`config.mk`:
```
export PLATFORM = sky130hd
export DESIGN_NAME = brx_unit
export DESIGN_NICKNAME = d
export VERILOG_FILES = /design/src/rtl/brx_unit.sv
export SDC_FILE = /design/constraint.sdc
export NUM_CORES = 1
export LEC_CHECK = 0
export ABC_AREA = 1
export ABC_CLOCK_PERIOD_IN_PS = 2700
export BUFFER_PORTS_ARGS = -buffer_cell sky130_fd_sc_hd__buf_2
export CAP_MARGIN = 40
export CELL_PAD_IN_SITES_DETAIL_PLACEMENT = 0
export CELL_PAD_IN_SITES_GLOBAL_PLACEMENT = 1
export CORE_MARGIN = 5
export CORE_UTILIZATION = 25
export CTS_CLUSTER_DIAMETER = 40
export DETAILED_ROUTE_END_ITERATION = 6
export GPL_ROUTABILITY_DRIVEN = 0
export PLACE_DENSITY_LB_ADDON = 0.12
export SETUP_SLACK_MARGIN = 0.4
export SYNTH_ARGS = -nofsm -noshare
export SYNTH_HDL_FRONTEND = slang
export SYNTH_SLANG_ARGS = --single-unit
```
`constraint.sdc`:
```
create_clock -name clk -period 2.7 [get_ports clk]
set_input_delay 0.135 -clock clk [delete_from_list [all_inputs] [get_ports clk]]
set_output_delay 0.135 -clock clk [all_outputs]
set_load 0.005 [all_outputs]
```
`src/rtl/brx_unit.sv`:
```
module brx_unit #(
  parameter int STEP     = 4,
  parameter int PREFETCH = 8
) (
  input  logic        clk,
  input  logic        rst,
  input  logic        in_valid,
  input  logic [31:0] instr,
  input  logic [31:0] pc,
  input  logic [3:0]  flags,
  input  logic [31:0] rm_val,
  input  logic        mode_in,
  output logic [3:0]  rm_sel,
  output logic        out_valid,
  output logic        taken,
  output logic [31:0] next_pc,
  output logic        link_we,
  output logic [31:0] link_data,
  output logic        mode_out
);
  localparam logic [31:0] STEP_W = 32'(STEP);
  localparam logic [31:0] AHEAD_W = 32'(PREFETCH);

  logic n, z, c, v, cond_ok;
  assign {n, z, c, v} = flags;

  always_comb begin
    case (instr[31:28])
      4'd0:    cond_ok = z;
      4'd1:    cond_ok = !z;
      4'd2:    cond_ok = c;
      4'd3:    cond_ok = !c;
      4'd4:    cond_ok = n;
      4'd5:    cond_ok = !n;
      4'd6:    cond_ok = v;
      4'd7:    cond_ok = !v;
      4'd8:    cond_ok = c && !z;
      4'd9:    cond_ok = !c || z;
      4'd10:   cond_ok = n == v;
      4'd11:   cond_ok = n != v;
      4'd12:   cond_ok = !z && (n == v);
      4'd13:   cond_ok = z || (n != v);
      4'd14:   cond_ok = 1'b1;
      default: cond_ok = 1'b0;
    endcase
  end

  wire is_rel = instr[27:25] == 3'b101;
  wire is_reg = (instr[27:20] == 8'h12) && (&instr[19:8]) && (instr[7:4] == 4'h1);
  wire go_rel = cond_ok && is_rel;
  wire go_reg = cond_ok && is_reg;

  wire [31:0] off_ext = {{6{instr[23]}}, instr[23:0], 2'b00};
  wire [31:0] seq_pc  = pc + STEP_W;
  wire [31:0] rel_tgt = pc + AHEAD_W + off_ext;
  wire [31:0] reg_tgt = {rm_val[31:1], 1'b0};

  assign rm_sel = instr[3:0];

  always_ff @(posedge clk) begin
    if (rst) begin
      out_valid <= 1'b0;
      taken     <= 1'b0;
      link_we   <= 1'b0;
    end else begin
      out_valid <= in_valid;
      taken     <= in_valid && (go_rel || go_reg);
      link_we   <= in_valid && go_rel && instr[24];
    end
  end

  always_ff @(posedge clk) begin
    if (in_valid) begin
      next_pc   <= go_rel ? rel_tgt : (go_reg ? reg_tgt : seq_pc);
      link_data <= seq_pc;
      mode_out  <= go_reg ? rm_val[0] : mode_in;
    end
  end
endmodule


```
; Yosys cells after proc, flatten, opt, wreduce, memory -nomap -nowiden
; Index checks and enable logic that the tools add are counted.
[classes]
reduce_logical = 18
muxes = 4
add_sub_neg = 3
n_eq_ne = 19
[ops]
columns = op, count
row1 = 32-bit 2-to-1 mux, 2
row2 = "32-bit by 3-bit adder with 32-bit output, second input constant", 1
row3 = 32-bit adder, 1
row4 = "32-bit by 4-bit adder with 32-bit output, second input constant", 1
row5 = "4-bit equality test, second input constant", 7
row6 = "4-bit by 3-bit equality test with 1-bit output, second input constant", 4
row7 = 1-bit one-hot mux with 15 select lines, 1
row8 = 12-bit AND reduction, 1
row9 = 1-bit logical AND, 9
row10 = "4-bit by 1-bit equality test with 1-bit output, second input constant", 2
row11 = "4-bit by 2-bit equality test with 1-bit output, second input constant", 2
row12 = "8-bit by 5-bit equality test with 1-bit output, second input constant", 1
row13 = 1-bit logical NOT, 4
row14 = 4-bit logical NOT, 1
row15 = "3-bit equality test, second input constant", 1
row16 = 1-bit logical OR, 3
row17 = 1-bit equality test, 1
row18 = 1-bit 2-to-1 mux, 1
row19 = 1-bit inequality test, 1
[totals]
output_inout_bits = 72
register_bits = 68
wordCells = 50

; Longest topological paths before layout
; Gate-level depths: netlist of the first run.
[depth]
depth_word = 6
mapped_depth = 16
mapped_depth_nobuf = 16

; Worst setup path after synthesis of the first run
; No wires, ideal clock.
[synth_path]
kind = input -> register
start = in instr[1]
end = reg next_pc[31], data pin
path_slack_ns = 0.628
arrival_time_ns = 1.820
cell_stages = 15
n_path_buf = 0
t_required_ns = 2.448
setup_time_ns = 0.252
path_cell_list = inv_1 > ha_1 > inv_1 > ha_1 > fa_1 > nand2_1 > nand3_1 > nand3_1 > nand2_1 > nand2_1 > nand2_1 > nand2_1 > nand3_1 > nand3_2 > nand2_1
[synth_via]
elab_chain_len = 2
[synth_rtl]
columns = element, line
row1 = start: declaration, 8  ; input logic [31:0] instr,
row2 = 32-bit adder, 55  ; wire [31:0] rel_tgt = pc + AHEAD_W + off_ext;
row3 = 32-bit 2-to-1 mux, 74  ; next_pc <= go_rel ? rel_tgt : (go_reg ? reg_tgt : seq_pc);
row4 = end signal: assignment, 74
row5 = end: declaration, 16  ; output logic [31:0] next_pc,
; No other way between the ends.
; A chain may end at the register's enable or synchronous reset.

; Worst setup path in the final report of the first run
[layout_path]
start = in pc[10]
end = reg next_pc[28], data pin
[layout_via]
elab_chain_len = 3
elab_cells_between_ends = 5
[layout_rtl]
columns = element, line
row1 = start: declaration, 9  ; input logic [31:0] pc,
row2 = 32-bit by 4-bit adder with 32-bit output / 32-bit by 3-bit adder with 32-bit output (equally long branches), "55, 54"
row3 = 32-bit adder / 32-bit 2-to-1 mux (equally long branches), "55, 74"
row4 = 32-bit 2-to-1 mux *, 74
; Mark *: on every way between the ends. The rest lies on a longest branch, timed or not.

==> PnR_summary.wiki, run 1 <==
{| class="wikitable"
! Metric !! Value
|-
| Avg Inst Size Synth || 6.94 um2
|-
| Die H || 169 um
|-
| Clock transition time at the flip-flop clock pins of the worst setup and hold paths || 0.06 ns
|-
| Power per cell area || 462 mW/mm2
|-
| Number of warning messages in the yosys log || 0
|-
| Largest delay share family, worst path || simple AND/OR/NAND/NOR gates
|-
| Result of the run || finished, final reports clean
|-
| First-iteration detailed-routing DRC count || 378
|-
| Final Critical Period || 2.08 ns
|-
| Count of input and output buffers || 175
|-
| Layout fillers || 2876
|-
| CORE AREA || 0.0251 mm2
|-
| Slowest cell on crit path || sky130_fd_sc_hd__ha_1
|-
| Multi-input gate area in the final layout || 0.00370 mm2
|-
| Final count of negative-setup-slack endpoints || 0
|-
| Ys flop type || sky130_fd_sc_hd__edfxtp_1
|-
| Dominant cells by area after synthesis || sky130_fd_sc_hd__edfxtp_1, sky130_fd_sc_hd__nand2_1, sky130_fd_sc_hd__ha_1
|-
| Share of total power in combinational logic || 30.5%
|-
| Flop pwr share || 34.6%
|-
| Total iterations of the first detailed-routing run || 5
|-
| Critical path's most frequent cell || sky130_fd_sc_hd__nand2_1
|-
| Vias per cell || 4.37
|-
| Clock tree from TritonCTS || built
|-
| Finished Layout Cells || 1445
|-
| Proportion of netlist area held by the largest area contributor || 30.7%
|-
| Post-synthesis sequential element count || 68
|-
| Cell total after placement || 1425
|-
| Unique masters post-synth || 32
|-
| Highest attainable clock frequency || 480 MHz
|-
| Initial core utilization || 25.3%
|-
| Sequential element share of the synthesized area || 31.6%
|-
| Number of nets in the layout || 1272
|-
| Number of synthesized flops with an enable pin || 65
|-
| Met2 Track Usage GR || 30.4%
|-
| Root Driver || sky130_fd_sc_hd__clkbuf_16
|-
| Met3 demand-to-capacity share in global routing || 1.49%
|-
| Number of cells produced by synthesis || 916
|-
| Critical Path, Cell by Cell || buf_2, ha_1, ha_1, nand2_1, nor2_1, buf_4, nand3_1, nand3_1, nand3_1, nand2_1, nand2_1, nand3_2, nand2_1
|-
| Portion of the clock cycle consumed by the worst path in the final layout || 77.2%
|-
| Horiz. Die Dim || 169 um
|-
| Minimum hold slack || 0.0602 ns
|-
| Worst setup path class || input port to flip-flop
|-
| Largest net degree at the start of global routing || 41
|-
| Final hold vios || 0
|-
| Clock Power Share || 34.9%
|-
| Antenna violations before repair || 1
|-
| Synthesized net count || 1079
|-
| Total Wirelength || 25200 um
|-
| Leading area contributor after synthesis || sky130_fd_sc_hd__edfxtp_1
|-
| Net switching power figure || 1.20 mW
|-
| Layout overhead on the synthesized area || 26.5%
|-
| Post-synthesis instance area || 0.00636 mm2
|-
| Internal power || 2.52 mW
|-
| Stages on worst setup path || 13
|-
| RSZ-0062 raised after global routing || no
|-
| Hold-critical path depth || 3
|-
| Max-cap violations || 0
|-
| Lkg Pwr || 4.21 nW
|-
| Htree depth || 3
|-
| Final count of pins violating max slew || 0
|-
| Kind of path behind the tightest hold check || input port to flip-flop
|-
| Maximum vdd drop || 0.000228 V
|-
| Arr. time, crit path || 2.17 ns
|-
| Count of boundary I/O pins || 176
|-
| Measured slew at the worst slew-check pin || 0.463 ns
|-
| Total global routing overflow || 0
|-
| Met1 track demand over resource in global routing || 23.3%
|-
| Antenna violation net count after detailed routing || 0
|-
| Die Area || 0.0287 mm2
|-
| Routed wire per std cell || 17.4 um
|-
| Placed wire-length estimate || 21900 um
|-
| Sw frac || 32.2%
|-
| First-pass GRT wire length || 37500 um
|-
| Post-synth ARST share || 0%
|-
| Global-route usage over all layers || 17.2%
|-
| Maximum clock path buffer count || 2
|-
| Data required time of the critical path || 2.78 ns
|-
| Number of CTS-inserted buffers || 9
|-
| Accumulated negative setup slack || 0 ns
|-
| Share of post-route cells with drive strength above 1 || 20.8%
|-
| CTS sink cnt || 68
|-
| Element type at the critical path end || flip-flop
|-
| Peak-usage layer in the global routing report || met2
|-
| Buffers and inverters on the worst path || 2
|-
| CP Max Fanout || 4
|-
| Critical Path Max Stage Delay || 0.36 ns
|-
| Startpoint type of the worst setup path || input port
|-
| Total via count in the routed design || 6315
|-
| Seq. cell area || 0.00201 mm2
|-
| Residual DRC || 0
|-
| Worst max-slew margin expressed relative to the limit || 69.0%
|-
| Number of global-route vias before repair || 6374
|-
| Number of rows in the core area || 58
|}
==> cells in the final DEF, fill, tap and decap left out, types with 8 or more instances in the layout <==
cell type                   instances
sky130_fd_sc_hd__buf_2            175
sky130_fd_sc_hd__nand3_1           89
sky130_fd_sc_hd__xor2_1            30
sky130_fd_sc_hd__inv_1            135
sky130_fd_sc_hd__xnor2_1            8
sky130_fd_sc_hd__nor2_1            69
sky130_fd_sc_hd__a21oi_1           14
sky130_fd_sc_hd__nand4_1           18
sky130_fd_sc_hd__clkbuf_16          9
sky130_fd_sc_hd__nand3b_1          10
sky130_fd_sc_hd__nor3_1            14
sky130_fd_sc_hd__edfxtp_1          65
sky130_fd_sc_hd__nand2_1          358
sky130_fd_sc_hd__ha_1              57
sky130_fd_sc_hd__buf_4             15
==> path summary, 6_finish.rpt <==
check	slack, ns	from	endpoint
worst max-delay path	0.62	pc[10]	next_pc[28]
worst min-delay path	0.06	instr[24]	link_we
==> state kept, by name, summed over array words and instances, names as in the netlist <==
name / cells
link_we: 1
out_valid: 1
next_pc: 32
mode_out: 1
link_data: 32
taken: 1
==> cell families (layout without fill, tap and decap cells) <==
kind of cell / after synthesis / in the layout / share of synthesized area, %
AO/OA/AOI/OAI: 19 / 19 / 1.85
XOR/XNOR: 38 / 38 / 5.23
adder cells (fa/ha/maj): 59 / 59 / 11.7
buffers and inverters: 151 / 349 / 10.2
flip-flops: 68 / 68 / 31.6
other: 0 / 1 / 0
AND/OR/NAND/NOR: 581 / 581 / 39.3
==> timing repair <==
item / 4_1_cts / 5_1_grt
hold buffers: 3 / 0
gates resized for setup: 0 / 2
endpoints found under the setup margin: 0 / 2
setup buffers: 0 / 0
endpoints found under the hold margin: 3 / 0
==> per-layer routing <==
metal	share of wire, %	vias to the layer above
met1	47	2869
met5	0	-
met3	3.3	13
met4	0.99	0
met2	49	131
li1	-	3302
==> final cells by class <==
cell class	count	share of cell area, %
Multi-Input combinational cell	697	46.0
Sequential cell	68	25.0
Timing Repair Buffer	195	13.3
Inverter	138	6.50
Tap cell	330	5.13
Clock buffer	10	2.97
Clock inverter	6	1.09
Antenna cell	1	0.0311
==> power by group through the flow <==
stage                     combinational [mW]  clock (mW)  sequential (mW)
after global routing                    1.29        1.36             1.29
after detailed placement                1.15           0             1.31
final                                   1.13        1.30             1.28
after floorplan                        0.629           0             1.32
after global placement                  1.15           0             1.31
after CTS                               1.16        1.32             1.29
==> synthesized netlist by cell type (all sizes together), types with 10 or more instances <==
library cell,count
a21oi,15
buf,13
edfxtp,65
ha,58
inv,138
nand2,362
nand3,96
nand3b,10
nand4,18
nor2,73
nor3,14
xor2,30
==> worst min-delay path, delay by kind of cell <==
family / cells / cell delay, ns
buffers and inverters: 2 / 0.16
and+or+nand+nor: 1 / 0.05
==> metrics by stage <==
| step | setup slack (ns) | cell area (um2) | utilization (%) | total power, mW |
|---|---|---|---|---|
| 6_report | 0.615 | 8050 | 32.0 | 3.71 |
| 5_1_grt | 0.408 | 8050 | 32.0 | 3.95 |
| 4_1_cts | 0.508 | 8040 | 32.0 | 3.76 |
| 3_5_place_dp | 0.160 | 7680 | 30.6 | 2.46 |
| 3_3_place_gp | 0.192 | 7650 | 30.5 | 2.46 |
| 2_1_floorplan | 0.628 | 6360 | - | 1.95 |
Note: power is estimated with default switching activity, not from simulation.
==> run 2, diff against run 1 <==
ABC_CLOCK_PERIOD_IN_PS = 2080   (was 2700)
clock period = 2.08 ns   (was 2.7 ns; I/O delays follow)
==> run 2 against run 1 <==
Compared with the run above: final area is 25% higher; combinational power is 93% higher; global-route usage is 0.98 points higher; first-iteration DRC count is 23% higher; non-clock buffer count is 98 higher; cell count is 6.9% higher; count of clock-buffer cells in the layout stayed put; largest cell class unchanged; highest routed layer unchanged.
==> PnR_summary.wiki, run 2 (synthesis results as in run 1) <==
{| class="wikitable"
! Metric !! Value
|-
| Result of the run || finished, final reports clean
|-
| Most frequent standard cell in the layout excluding fill and tap cells || sky130_fd_sc_hd__nand2_1
|-
| Global-route usage over all layers || 18.2%
|-
| Multi-input gate area in the final layout || 0.00486 mm2
|-
| Number of CTS-inserted buffers || 9
|-
| Met1 track demand over resource in global routing || 23.6%
|-
| Antenna violation net count after detailed routing || 0
|-
| Total Wirelength || 26700 um
|-
| RSZ-0062 raised after global routing || yes
|-
| Least setup slack across all paths after layout || 0.322 ns
|-
| Met2 Track Usage GR || 32.3%
|-
| Worst max-slew margin expressed relative to the limit || 50.7%
|-
| Count of boundary I/O pins || 176
|-
| Measured slew at the worst slew-check pin || 0.739 ns
|-
| Power per cell area || 564 mW/mm2
|-
| CORE AREA || 0.0251 mm2
|-
| Htree depth || 3
|-
| Clock transition time at the flip-flop clock pins of the worst setup and hold paths || 0.06 ns
|-
| Routed wire per std cell || 17.3 um
|-
| First-pass GRT wire length || 39600 um
|-
| Maximum vdd drop || 0.000313 V
|-
| Total iterations of the first detailed-routing run || 5
|-
| Final count of negative-setup-slack endpoints || 0
|-
| Commonest cells after routing, fill and taps aside || sky130_fd_sc_hd__nand2_1, sky130_fd_sc_hd__buf_2, sky130_fd_sc_hd__inv_1
|-
| Root Driver || sky130_fd_sc_hd__clkbuf_16
|-
| Highest attainable clock frequency || 569 MHz
|-
| Element type at the critical path end || flip-flop
|-
| Count of input and output buffers || 175
|-
| Layout fillers || 2726
|-
| Share of post-route cells with drive strength above 1 || 40.3%
|-
| Initial core utilization || 25.3%
|-
| Horiz. Die Dim || 169 um
|-
| Layout overhead on the synthesized area || 57.5%
|-
| Lkg Pwr || 4.83 nW
|-
| Final count of pins violating max slew || 0
|-
| Die H || 169 um
|-
| Number of global-route vias before repair || 6924
|-
| Residual DRC || 0
|-
| CTS sink cnt || 68
|-
| Fin util || 39.9%
|-
| Largest net degree at the start of global routing || 28
|-
| Final Critical Period || 1.76 ns
|-
| Data required time of the critical path || 2.15 ns
|-
| Max-cap violations || 0
|-
| Die Area || 0.0287 mm2
|-
| Met3 demand-to-capacity share in global routing || 1.84%
|-
| Total global routing overflow || 0
|-
| Clock tree from TritonCTS || built
|-
| First-iteration detailed-routing DRC count || 464
|-
| Startpoint type of the worst setup path || input port
|-
| Number of nets in the layout || 1370
|-
| Number of rows in the core area || 58
|-
| Antenna violations before repair || 2
|-
| Placed wire-length estimate || 22900 um
|-
| Accumulated negative setup slack || 0 ns
|-
| Peak-usage layer in the global routing report || met2
|-
| Total via count in the routed design || 6766
|-
| Worst Hold Path EP || link_we
|-
| Arr. time, crit path || 1.83 ns
|-
| Total power of the final layout || 5.65 mW
|-
| Portion of the clock cycle consumed by the worst path in the final layout || 84.5%
|-
| Final hold vios || 0
|-
| Seq. cell area || 0.00201 mm2
|-
| Launch point of the worst hold path || instr[24]
|-
| CP Max Fanout || 4
|-
| Worst setup path class || input port to flip-flop
|-
| Vias per cell || 4.38
|-
| Kind of path behind the tightest hold check || input port to flip-flop
|-
| Maximum clock path buffer count || 2
|-
| Pre-CTS setup slack || -0.215 ns
|-
| Largest registers || link_data x32, next_pc x32
|-
| Hold-critical path depth || 3
|}
run 2: worst max-delay path, cell delays in order:
cell and delay, ns:
sky130_fd_sc_hd__buf_8 0.08, sky130_fd_sc_hd__inv_8 0.03, sky130_fd_sc_hd__ha_4 0.25, sky130_fd_sc_hd__inv_2 0.04, sky130_fd_sc_hd__ha_4 0.15, sky130_fd_sc_hd__fa_2 0.34
sky130_fd_sc_hd__buf_4 0.15, sky130_fd_sc_hd__nand2_2 0.08, sky130_fd_sc_hd__nand3_4 0.11, sky130_fd_sc_hd__nand2_4 0.09, sky130_fd_sc_hd__nand2_4 0.06, sky130_fd_sc_hd__xor2_1 0.14
sky130_fd_sc_hd__nand2_1 0.12, sky130_fd_sc_hd__nand3_1 0.09
run 2: cell type report:
type | count | share of cell area, %
multi-input combinational | 697 | 48.5
sequential | 68 | 20.1
timing repair buffer | 293 | 18.4
inverter | 138 | 5.35
tap | 330 | 4.12
clock buffer | 10 | 2.39
clock inverter | 6 | 1.11
antenna | 2 | 0.0500
run 2: power breakdown:
| part | switching (mW) | internal [mW] | leakage, nW |
|---|---|---|---|
| Combinational | 1.17 | 1.01 | 4.00 |
| Clock | 0.597 | 1.20 | 0.169 |
| Sequential | 0.0348 | 1.64 | 0.660 |
run 2: how the worst max path moves through the flow:
| stage | start | end | slack [ns] | depth (start not counted) |
|---|---|---|---|---|
| 2_1_floorplan | instr[1] | next_pc[31] | 0.22 | 15 |
| 3_3_place_gp | instr[2] | next_pc[14] | -0.21 | 12 |
| 3_5_place_dp | instr[1] | next_pc[31] | -0.22 | 16 |
| 4_1_cts | instr[1] | next_pc[15] | 0.32 | 15 |
| 5_1_grt | instr[1] | next_pc[13] | 0.27 | 14 |
| 6_report | instr[1] | next_pc[13] | 0.32 | 14 |
run 2: repair_timing:
| action | CTS | global route |
|---|---|---|
| pin swaps | 26 | 46 |
| hold endpoints to repair | 3 | 0 |
| setup endpoints to repair | 25 | 23 |
| resized for setup | 78 | 74 |
| buffers inserted | 7 | 9 |
| hold buffers | 3 | 0 |
run 2: through the flow:
step / cells / hold slack, ns / instance area (um2)
floorplan: 916 / 0.186 / 6730
CTS: 1533 / 0.0137 / 9610
global route: 1544 / 0.0311 / 10000
finish: 1544 / 0.0251 / 10000
detailed placement: 1507 / 0.289 / 8670
global placement: 1507 / 0.281 / 8670
run 2: layer usage:
layer  share of wire [%]  routed length (um)
met1                  44               11800
met2                  50               13300
met3                 3.6                 971
met4                 2.3                 609
met5                   0                   0
